$ cat src/rtl/irq_ctrl_pkg.sv
package irq_ctrl_pkg;

    localparam int unsigned NUM_SRC = 3;

    // source positions inside the enable, flag and priority fields
    localparam int unsigned SRC_TMR = 2;
    localparam int unsigned SRC_EXT = 1;
    localparam int unsigned SRC_CHG = 0;

    typedef struct packed {
        logic               gie_hi;
        logic               gie_lo;
        logic [NUM_SRC-1:0] en;
        logic [NUM_SRC-1:0] fl;
    } ctl_t;

    function automatic logic [NUM_SRC-1:0] pending(input ctl_t c);
        return c.en & c.fl;
    endfunction

endpackage

$ cat src/rtl/irq_pin_sync.sv
module irq_pin_sync #(
    parameter int unsigned W      = 4,
    parameter int unsigned STAGES = 2
) (
    input  logic         clk,
    input  logic         rst,
    input  logic [W-1:0] din,
    output logic [W-1:0] dout
);
    logic [W-1:0] stg [STAGES];

    for (genvar i = 0; i < STAGES; i++) begin : g_stage
        if (i == 0) begin : g_first
            always_ff @(posedge clk) begin
                if (rst) stg[0] <= '0;
                else     stg[0] <= din;
            end
        end else begin : g_next
            always_ff @(posedge clk) begin
                if (rst) stg[i] <= '0;
                else     stg[i] <= stg[i-1];
            end
        end
    end

    assign dout = stg[STAGES-1];
endmodule

$ cat src/rtl/irq_change_detect.sv
module irq_change_detect #(
    parameter int unsigned W = 4
) (
    input  logic         clk,
    input  logic         rst,
    input  logic [W-1:0] pins_s,
    input  logic         relatch,
    output logic         mismatch
);
    logic [W-1:0] snap;

    always_ff @(posedge clk) begin
        if (rst)          snap <= '0;
        else if (relatch) snap <= pins_s;
    end

    assign mismatch = |(pins_s ^ snap);
endmodule

$ cat src/rtl/irq_request_gen.sv
module irq_request_gen
    import irq_ctrl_pkg::*;
(
    input  ctl_t               ctl,
    input  logic [NUM_SRC-1:0] prio,
    output logic               irq_hi,
    output logic               irq_lo
);
    logic [NUM_SRC-1:0] act;

    always_comb begin
        act    = pending(ctl);
        irq_hi = ctl.gie_hi & |(act & prio);
        irq_lo = ctl.gie_hi & ctl.gie_lo & |(act & ~prio);
    end
endmodule

$ cat src/rtl/irq_ctrl_reg.sv
module irq_ctrl_reg
    import irq_ctrl_pkg::*;
#(
    parameter int unsigned N_PINS       = 4,
    parameter int unsigned SYNC_STAGES  = 2,
    parameter logic        CHG_FLAG_RST = 1'b1
) (
    input  logic               clk,
    input  logic               rst,
    input  logic               reg_wr,
    input  logic [7:0]         reg_wdata,
    output logic [7:0]         reg_rdata,
    input  logic               port_rd,
    input  logic [N_PINS-1:0]  port_pins,
    input  logic               tmr_ovf,
    input  logic               ext_evt,
    input  logic [NUM_SRC-1:0] src_prio,
    output logic               irq_hi,
    output logic               irq_lo
);
    localparam logic [7:0] RST_WORD = {7'b0, CHG_FLAG_RST};

    ctl_t               ctl_q, ctl_d;
    logic [N_PINS-1:0]  pins_s;
    logic               chg_mismatch;
    logic [NUM_SRC-1:0] hw_set;

    irq_pin_sync #(.W(N_PINS), .STAGES(SYNC_STAGES)) u_sync (
        .clk  (clk),
        .rst  (rst),
        .din  (port_pins),
        .dout (pins_s)
    );

    irq_change_detect #(.W(N_PINS)) u_chg (
        .clk      (clk),
        .rst      (rst),
        .pins_s   (pins_s),
        .relatch  (port_rd),
        .mismatch (chg_mismatch)
    );

    always_comb begin
        hw_set          = '0;
        hw_set[SRC_TMR] = tmr_ovf;
        hw_set[SRC_EXT] = ext_evt;
        hw_set[SRC_CHG] = chg_mismatch;
        ctl_d = ctl_q;
        if (reg_wr) ctl_d = ctl_t'(reg_wdata);
        ctl_d.fl = ctl_d.fl | hw_set;   // hardware set dominates a clear
    end

    always_ff @(posedge clk) begin
        if (rst) ctl_q <= ctl_t'(RST_WORD);
        else     ctl_q <= ctl_d;
    end

    irq_request_gen u_req (
        .ctl    (ctl_q),
        .prio   (src_prio),
        .irq_hi (irq_hi),
        .irq_lo (irq_lo)
    );

    assign reg_rdata = ctl_q;
endmodule

$ cat config.mk
export PLATFORM = sky130hd
export DESIGN_NAME = irq_ctrl_reg
export DESIGN_NICKNAME = d
export VERILOG_FILES = /design/src/rtl/irq_ctrl_pkg.sv /design/src/rtl/irq_pin_sync.sv /design/src/rtl/irq_change_detect.sv /design/src/rtl/irq_request_gen.sv /design/src/rtl/irq_ctrl_reg.sv
export SDC_FILE = /design/constraint.sdc
export NUM_CORES = 1
export LEC_CHECK = 0
export BUFFER_PORTS_ARGS = -buffer_cell sky130_fd_sc_hd__buf_2
export CORE_AREA = 2 2 47 49
export DETAILED_ROUTE_END_ITERATION = 10
export DIE_AREA = 0 0 49 51
export GPL_TIMING_DRIVEN = 0
export PLACE_DENSITY_LB_ADDON = 0.05
export SKIP_CTS_REPAIR_TIMING = 1
export SYNTH_ARGS = -nofsm -noshare
export SYNTH_HDL_FRONTEND = slang
export SYNTH_HIERARCHICAL = 1
export SYNTH_SLANG_ARGS = --single-unit
export TNS_END_PERCENT = 5
$ cat constraint.sdc
create_clock -name clk -period 1 [get_ports clk]
set_input_delay 0.3 -clock clk [delete_from_list [all_inputs] [get_ports clk]]
set_output_delay 0.3 -clock clk [all_outputs]
set_load 0.02 [all_outputs]
==> results of run 1 <==
-- flip-flops by register name (all words and copies together), names as in the netlist --
register	cells
u_chg/snap	4
reg_rdata	8
u_sync/stg	8
-- metal layers --
metal	global-route usage	up-vias	share of wire	wire, microns
met2	0.187	19	0.45	581
met5	0	-	0	0
met4	0.0714	0	0.010	13
li1	-	306	-	-
met3	0.0409	2	0.069	90
met1	0.135	229	0.47	616
-- per-stage QoR --
step,cell area [sq um],total power (uW),setup TNS [ns],worst slack (ns)
floorplan,798,992,-0.101,-0.0521
global placement,973,1060,-1.19,-0.264
detailed placement,973,1070,-1.25,-0.261
CTS,1020,1620,-2.03,-0.475
global route,1070,1690,-2.01,-0.473
finish,1070,1610,-1.60,-0.417
-- final timing paths --
kind | start | to | slack, ns
setup reg to reg | u_chg/snap[3] | reg_rdata[0] | 0.13
hold reg to reg | u_sync/stg[0][0] | u_sync/stg[1][0] | 0.45
setup / recovery | reg_rdata[1] | irq_lo | -0.42
hold / removal | port_pins[2] | u_sync/stg[0][2] | 0.20
-- area by class of cell --
class                   count  share of cell area
flip-flops and latches     20               0.397
multi-input cells          47               0.323
repair buffers             28               0.174
clock buffers               4              0.0443
well taps                  28              0.0327
plain buffers               3              0.0187
inverters                   3              0.0105
-- layout by cell type (no fill, tap or decap), types with 2 or more instances in the layout --
cell type	Yosys	final
a21oi_1	2	2
a31oi_4	0	2
buf_2	0	20
buf_6	1	8
clkbuf_4	0	3
dfxtp_1	20	12
dfxtp_2	0	2
dfxtp_4	0	6
inv_1	3	3
mux2i_1	12	12
nand2_1	2	2
nand3_1	3	3
nand3b_1	3	3
nor2_1	10	10
nor2b_1	8	8
xnor2_1	4	4
-- critical path, delay by kind of cell, from the launching register on --
family | cells | cell delay [ns]
AND/OR/NAND/NOR | 1 | 0.12
AO/OA/AOI/OAI | 1 | 0.20
flip-flops | 1 | 0.37
buffers and inverters | 1 | 0.14
-- logic make-up (layout without fill, tap and decap cells) --
family / count (synthesis) / after routing / share of synthesized area
and+or+nand+nor: 27 / 27 / 0.186
DFF: 20 / 20 / 0.535
muxes: 12 / 12 / 0.161
buffers and inverters: 6 / 38 / 0.0418
AOI/OAI and AO/OA: 4 / 4 / 0.0301
xor gates and xnor gates: 4 / 4 / 0.0468
-- power groups by stage --
stage	Clock [uW]	Combinational (uW)	Sequential, uW
global route	599	222	869
finish	544	202	861
global placement	0	186	878
detailed placement	0	189	880
CTS	573	190	862
floorplan	0	91.7	901
==> flow_metrics.py, run 1 <==
metrics = {
    "run_status": {
        "status": "finished with violations",
        "violations": "setup timing",
    },
    "die": {
        "boundaryPins": 31,
        "die_h_microns": 51,
        "rows": 17,
        "die_area_sq_mm": 0.00250,
        "die_w_microns": 49,
        "start_util": 0.363,
        "coreArea_sq_mm": 0.00206,
    },
    "worst_hold_path": {
        "holdPathStages": 2,
        "hold_path_class": "input pin to flop",
    },
    "setup_path": {
        "arrival_ns": 1.12,
        "path_cells": "nand3b_1 > a31oi_4 > buf_6",
        "critPathMaxStageDelay_ns": 0.37,
        "endpoint_kind": "primary output",
        "cp_max_fo": 4,
        "r2r_cells": 4,
        "critPathLaunchType": "flop",
        "worstPathRequired_ns": 0.70,
        "cpMaxStageDelayCell": "dfxtp_4",
        "crit_type": "flop to primary output",
    },
    "logic_synthesis": {
        "synth_flop_cell": "dfxtp_1",
        "yosysTopAreaCell": "dfxtp_1",
        "synth_top_cell_area_share": 0.535,
        "synth.distinct_cells": 15,
        "yosysMostFrequentCell": "dfxtp_1",
        "synth.area.top_cells": "dfxtp_1, mux2i_1, nor2b_1, nor2_1, xnor2_1",
        "netlist_area_sq_um": 748,
        "async_flop_share": 0,
        "syn_inst": 73,
        "syn_avg_cell_area_sq_um": 10.2,
        "synth_nets": 94,
        "synth_seq_cells": 20,
        "synth_edf_count": 0,
        "ys_seq_area_frac": 0.535,
        "ys_warn_count": 6,
        "synth_common_cells": "dfxtp_1, mux2i_1, nor2_1",
    },
    "placed_design": {
        "io_buffers": 28,
        "dp.final_hpwl_microns": 1000,
        "gp_congestion": 0.717,
        "place_inst": 129,
    },
    "pwr": {
        "p_clk_frac": 0.339,
        "p_leak_uw": 0.000470,
        "p_switching_uw": 362,
        "combPwrFrac": 0.126,
        "pwr-share-seq": 0.536,
        "vdd_drop_max_mv": 0.974,
        "swShare": 0.225,
        "internal-power_uw": 1240,
        "powerDensity_mw_per_mm2": 1500,
    },
    "timing": {
        "grt_setup_unrepaired": "yes",
        "setup_violations": 10,
        "setup_ws_ns": -0.417,
        "final_hold_viol_count": 0,
        "fmax_ghz": 0.706,
        "period_minus_slack_ns": 1.42,
        "maxSlewHeadroom": 0.750,
        "final.setup_skew_ns": 0.00324,
        "fin_crit_sh": 1.42,
        "worstMarginPinSlew_ns": 0.374,
        "whs_ns": 0.205,
        "slew_violations": 0,
    },
    "drt": {
        "viasPerCell": 4.18,
        "ant_nets": 0,
        "wire_per_inst_microns": 9.79,
        "dr.pass1.iters": 2,
        "drc": 0,
        "dr_total_vias": 556,
        "wl_microns": 1300,
        "first_iter_violations": 7,
    },
    "cts": {
        "cts_sinks": 20,
        "clockBufferDepth": 2,
        "htreeDepth": 1,
        "clockRootBuffer": "clkbuf_4",
        "cts_made_buffers": 3,
        "clock_latency_ns": 0.29,
        "cts.clk_slew.worst_paths_ns": 0.11,
        "cts_tree": "built",
    },
    "finish": {
        "fillers": 192,
        "post-route-util": 0.520,
        "multi_input_area_sq_um": 347,
        "final_nets": 127,
        "finalNonFillerCells": 133,
        "drive_above_1_share": 0.419,
        "syn_to_final_growth_pct": 43.3,
        "regArea_sq_um": 425,
        "n_antenna_cell": 0,
    },
    "grt": {
        "grt_usage": 0.117,
        "antenna_found_initial": 0,
        "overflow": 0,
        "grt_pass1_vias": 556,
        "grt_pass1_wl_microns": 2210,
        "grt_max_degree": 14,
    },
    "flow_run": {
        "maxCapViolCount": 0,
    },
}
Power figures use the tool's default switching activity.
==> run 2, diff against run 1 <==
Settings changed: SKIP_LAST_GASP from default to 1, TNS_END_PERCENT 5 to default.
==> run 2 against run 1 <==
  * The run still ends with setup timing left
  * Die area is the same
  * Non-clock buffer count rose by 2
  * Critical endpoint unchanged
  * Register-to-register slack barely moved
  * Highest routed layer unchanged
==> flow_metrics.py, run 2 (synthesis results as in run 1) <==
metrics = {
    "run_status": {
        "status": "finished with violations",
        "violations": "setup timing",
    },
    "finish": {
        "post-route-util": 0.539,
        "drive_above_1_share": 0.439,
        "final_common_cell": "buf_2",
        "syn_to_final_growth_pct": 48.7,
        "n_antenna_cell": 0,
        "final_area_sq_mm": 0.00111,
        "mostFrequentLayoutCells": "buf_2, mux2i_1, dfxtp_1, buf_6, nor2_1",
        "final_nets": 129,
    },
    "die": {
        "die_h_microns": 51,
        "die_w_microns": 49,
        "start_util": 0.363,
        "coreArea_sq_mm": 0.00206,
        "boundaryPins": 31,
        "die_area_sq_mm": 0.00250,
        "rows": 17,
    },
    "cts": {
        "clock_latency_ns": 0.30,
        "cts_sinks": 20,
        "cts_made_buffers": 3,
        "clockRootBuffer": "clkbuf_4",
        "htreeDepth": 1,
        "clockBufferDepth": 2,
        "cts_tree": "built",
        "cts.clk_slew.worst_paths_ns": 0.11,
    },
    "timing": {
        "fmax_ghz": 0.704,
        "final_hold_viol_count": 0,
        "maxSlewHeadroom": 0.748,
        "slew_violations": 0,
        "whs_ns": 0.199,
        "grt_setup_unrepaired": "yes",
        "period_minus_slack_ns": 1.42,
        "setup_violations": 10,
        "worstMarginPinSlew_ns": 0.379,
        "final.setup_skew_ns": 0.00491,
        "fin_crit_sh": 1.42,
        "setup_ws_ns": -0.421,
    },
    "setup_path": {
        "endpoint_kind": "primary output",
        "r2r_setup_slack_ns": 0.13,
        "worstPathRequired_ns": 0.70,
        "crit_type": "flop to primary output",
        "cp_max_fo": 4,
        "arrival_ns": 1.12,
        "critPathLaunchType": "flop",
    },
    "grt": {
        "grt_usage": 0.117,
        "grt_max_degree": 14,
        "overflow": 0,
        "antenna_found_initial": 0,
        "grt_pass1_wl_microns": 2210,
        "grt_pass1_vias": 556,
    },
    "placed_design": {
        "io_buffers": 28,
        "gp_congestion": 0.717,
        "dp.final_hpwl_microns": 1000,
        "dpl_cell_area_sq_um": 973,
    },
    "worst_hold_path": {
        "hold_path_class": "input pin to flop",
    },
    "pwr": {
        "p_leak_uw": 0.000483,
        "powerDensity_mw_per_mm2": 1470,
        "vdd_drop_max_mv": 0.978,
    },
    "drt": {
        "drc": 0,
        "dr_total_vias": 572,
        "dr.pass1.iters": 2,
        "first_iter_violations": 5,
        "viasPerCell": 4.24,
        "ant_nets": 0,
        "wl_microns": 1350,
        "wire_per_inst_microns": 9.98,
    },
    "flow_run": {
        "maxCapViolCount": 0,
    },
}
==> run 2: worst max-delay path, cell delays in order (launching register included) <==
cell      delay (ns)
dfxtp_4         0.37
nand3b_1        0.12
a31oi_4         0.20
buf_6           0.14
==> run 2: path summary, 6_finish.rpt <==
path	cells after the start	startpoint	end
max	3	reg_rdata[1]	irq_lo
min reg2reg	1	u_sync/stg[0][0]	u_sync/stg[1][0]
min	2	port_pins[2]	u_sync/stg[0][2]
max reg2reg	4	u_chg/snap[3]	reg_rdata[0]
==> run 2: report_power, final <==
part	leakage (uW)	internal, uW	switching (uW)
logic	0.000288	122	98.5
clock network	0.0000261	305	245
registers	0.000169	832	30.5
total	0.000483	1260	374
==> run 2: area by class of cell <==
class                           instances  area (sq um)
Buffer                                  3          20.0
Clock buffer                            4          47.5
Fill cell                             193           951
Inverter                                3          11.3
Multi-Input combinational cell         47           359
Sequential cell                        20           425
Tap cell                               28          35.0
Timing Repair Buffer                   30           214
==> run 2: stage by stage <==
stage,worst slack [ns],total power [uW],instances,TNS [ns]
after CTS,-0.475,1620,133,-2.03
after global routing,-0.471,1710,135,-2.19
after global placement,-0.264,1060,129,-1.19
after detailed placement,-0.261,1070,129,-1.25
after floorplan,-0.0521,992,73,-0.101
final,-0.421,1630,135,-1.81
==> run 2: layer usage <==
metal / track usage / part of all wire / routed length (microns)
met1: 0.135 / 0.46 / 625
met2: 0.187 / 0.44 / 594
met3: 0.0409 / 0.079 / 106
met4: 0.0714 / 0.016 / 21
met5: 0 / 0 / 0
==> run 3, diff against run 2 <==
Settings changed: CAP_MARGIN from default to 20, TNS_END_PERCENT from default to 5.
==> run 3 against run 2 <==
  * The run still ends with setup timing left
  * Clock power fell by 1%
  * Register-to-register slack about the same
  * Setup slack about the same
  * Via count fell by 2.6%
  * Largest cell class unchanged
  * Highest routed layer unchanged
==> flow_metrics.py, run 3 (synthesis results as in run 1) <==
metrics = {
    "pwr": {
        "p_leak_uw": 0.000460,
        "vdd_drop_max_mv": 0.968,
        "p_switching_uw": 359,
        "pwr-share-seq": 0.541,
        "internal-power_uw": 1230,
        "power_uw": 1590,
        "powerDensity_mw_per_mm2": 1550,
        "p_clk_frac": 0.342,
        "swShare": 0.226,
        "combPwrFrac": 0.117,
    },
    "die": {
        "start_util": 0.363,
        "rows": 17,
        "boundaryPins": 31,
        "die_area_sq_mm": 0.00250,
        "die_h_microns": 51,
        "coreArea_sq_mm": 0.00206,
        "die_w_microns": 49,
    },
    "placed_design": {
        "gp_congestion": 0.717,
        "dp.final_hpwl_microns": 1000,
        "dpl_cell_area_sq_um": 973,
        "io_buffers": 28,
    },
    "cts": {
        "clock_latency_ns": 0.29,
        "cts_sinks": 20,
        "htreeDepth": 1,
        "cts_tree": "built",
        "clockRootBuffer": "clkbuf_4",
        "cts_made_buffers": 3,
        "clockBufferDepth": 2,
        "cts.clk_slew.worst_paths_ns": 0.11,
    },
    "setup_path": {
        "cp_max_fo": 4,
        "arrival_ns": 1.12,
        "r2r_end": "reg_rdata[0]",
        "crit_type": "flop to primary output",
        "worstSetupStartpoint": "reg_rdata[4]",
        "worstPathRequired_ns": 0.70,
        "critPathCapture": "irq_hi",
        "r2r_cells": 4,
        "r2r_start": "u_chg/snap[3]",
        "endpoint_kind": "primary output",
        "critPathLaunchType": "flop",
        "r2r_setup_slack_ns": 0.13,
    },
    "drt": {
        "ant_nets": 0,
        "dr_total_vias": 557,
        "viasPerCell": 4.19,
        "first_iter_violations": 7,
        "drc": 0,
        "dr.pass1.iters": 2,
        "wl_microns": 1300,
        "wire_per_inst_microns": 9.77,
    },
    "grt": {
        "overflow": 0,
        "grtUsageMet2": 0.187,
        "grt_max_degree": 14,
        "antenna_found_initial": 0,
        "gr-usage-met3": 0.0409,
        "grt_pass1_wl_microns": 2210,
        "grt_pass1_vias": 556,
        "grt_usage": 0.117,
        "use_met1": 0.135,
        "busiest_layer": "met2",
    },
    "finish": {
        "n_antenna_cell": 0,
        "final_nets": 127,
        "drive_above_1_share": 0.419,
        "mostFrequentLayoutCells": "buf_2, mux2i_1, dfxtp_1, nor2_1, nor2b_1",
        "final_common_cell": "buf_2",
        "final_area_sq_mm": 0.00103,
        "syn_to_final_growth_pct": 37.6,
    },
    "timing": {
        "setup_violations": 10,
        "fin_crit_sh": 1.42,
        "final_hold_viol_count": 0,
        "whs_ns": 0.205,
        "worstMarginPinSlew_ns": 0.377,
        "period_minus_slack_ns": 1.42,
        "slew_violations": 0,
        "setup_ws_ns": -0.421,
        "maxSlewHeadroom": 0.749,
        "grt_setup_unrepaired": "yes",
        "fmax_ghz": 0.704,
        "final.setup_skew_ns": 0.00311,
    },
    "worst_hold_path": {
        "hold_path_class": "input pin to flop",
    },
    "flow_run": {
        "maxCapViolCount": 0,
    },
    "run_status": {
        "status": "finished with violations",
        "violations": "setup timing",
    },
}
-- run 3: cell count changes in the layout (fill, tap and decap cells not counted), sizes merged --
cell / before / now
buf: 32 / 30
-- run 3: final cells by class --
type	count	area, sq um
plain buffers	3	20.0
repair buffers	28	149
flip-flops and latches	20	420
multi-input cells	47	347
clock buffers	4	47.5
well taps	28	35.0
fillers	196	1030
inverters	3	11.3
-- run 3: power by group through the flow --
stage | Combinational (uW) | Clock [uW] | Sequential (uW)
after global routing | 207 | 600 | 869
final | 187 | 544 | 861
after detailed placement | 189 | 0 | 880
after floorplan | 91.7 | 0 | 901
after global placement | 186 | 0 | 878
after CTS | 190 | 573 | 862
-- run 3: how the worst min path moves through the flow --
stage,startpoint,cells after the start,slack (ns),endpoint
2_1_floorplan,rst,1,0.37,u_sync/stg[0][0]
3_3_place_gp,u_sync/stg[0][3],1,0.42,u_sync/stg[1][3]
3_5_place_dp,u_sync/stg[0][0],1,0.42,u_sync/stg[1][0]
4_1_cts,port_pins[2],2,0.19,u_sync/stg[0][2]
5_1_grt,port_pins[2],2,0.20,u_sync/stg[0][2]
6_report,port_pins[2],2,0.20,u_sync/stg[0][2]
-- run 3: per-stage QoR --
step           setup WS [ns]  TNS [ns]   util  cells
4_1_cts               -0.475     -2.03  0.495    133
5_1_grt               -0.473     -2.22  0.499    133
6_report              -0.421     -1.77  0.499    133
3_3_place_gp          -0.264     -1.19  0.472    129
3_5_place_dp          -0.261     -1.25  0.472    129
2_1_floorplan        -0.0521    -0.101      -     73
-- run 3: worst max-delay path, cell delays in order, from the launching register on --
cell and delay (ns):
dfxtp_4 0.37, nand3_1 0.11, a31oi_4 0.19, buf_4 0.16
-- run 3: per-layer routing --
metal,up-vias,wire length (microns)
met5,-,0
met4,0,13
met3,2,97
met2,19,576
met1,230,611
li1,306,-
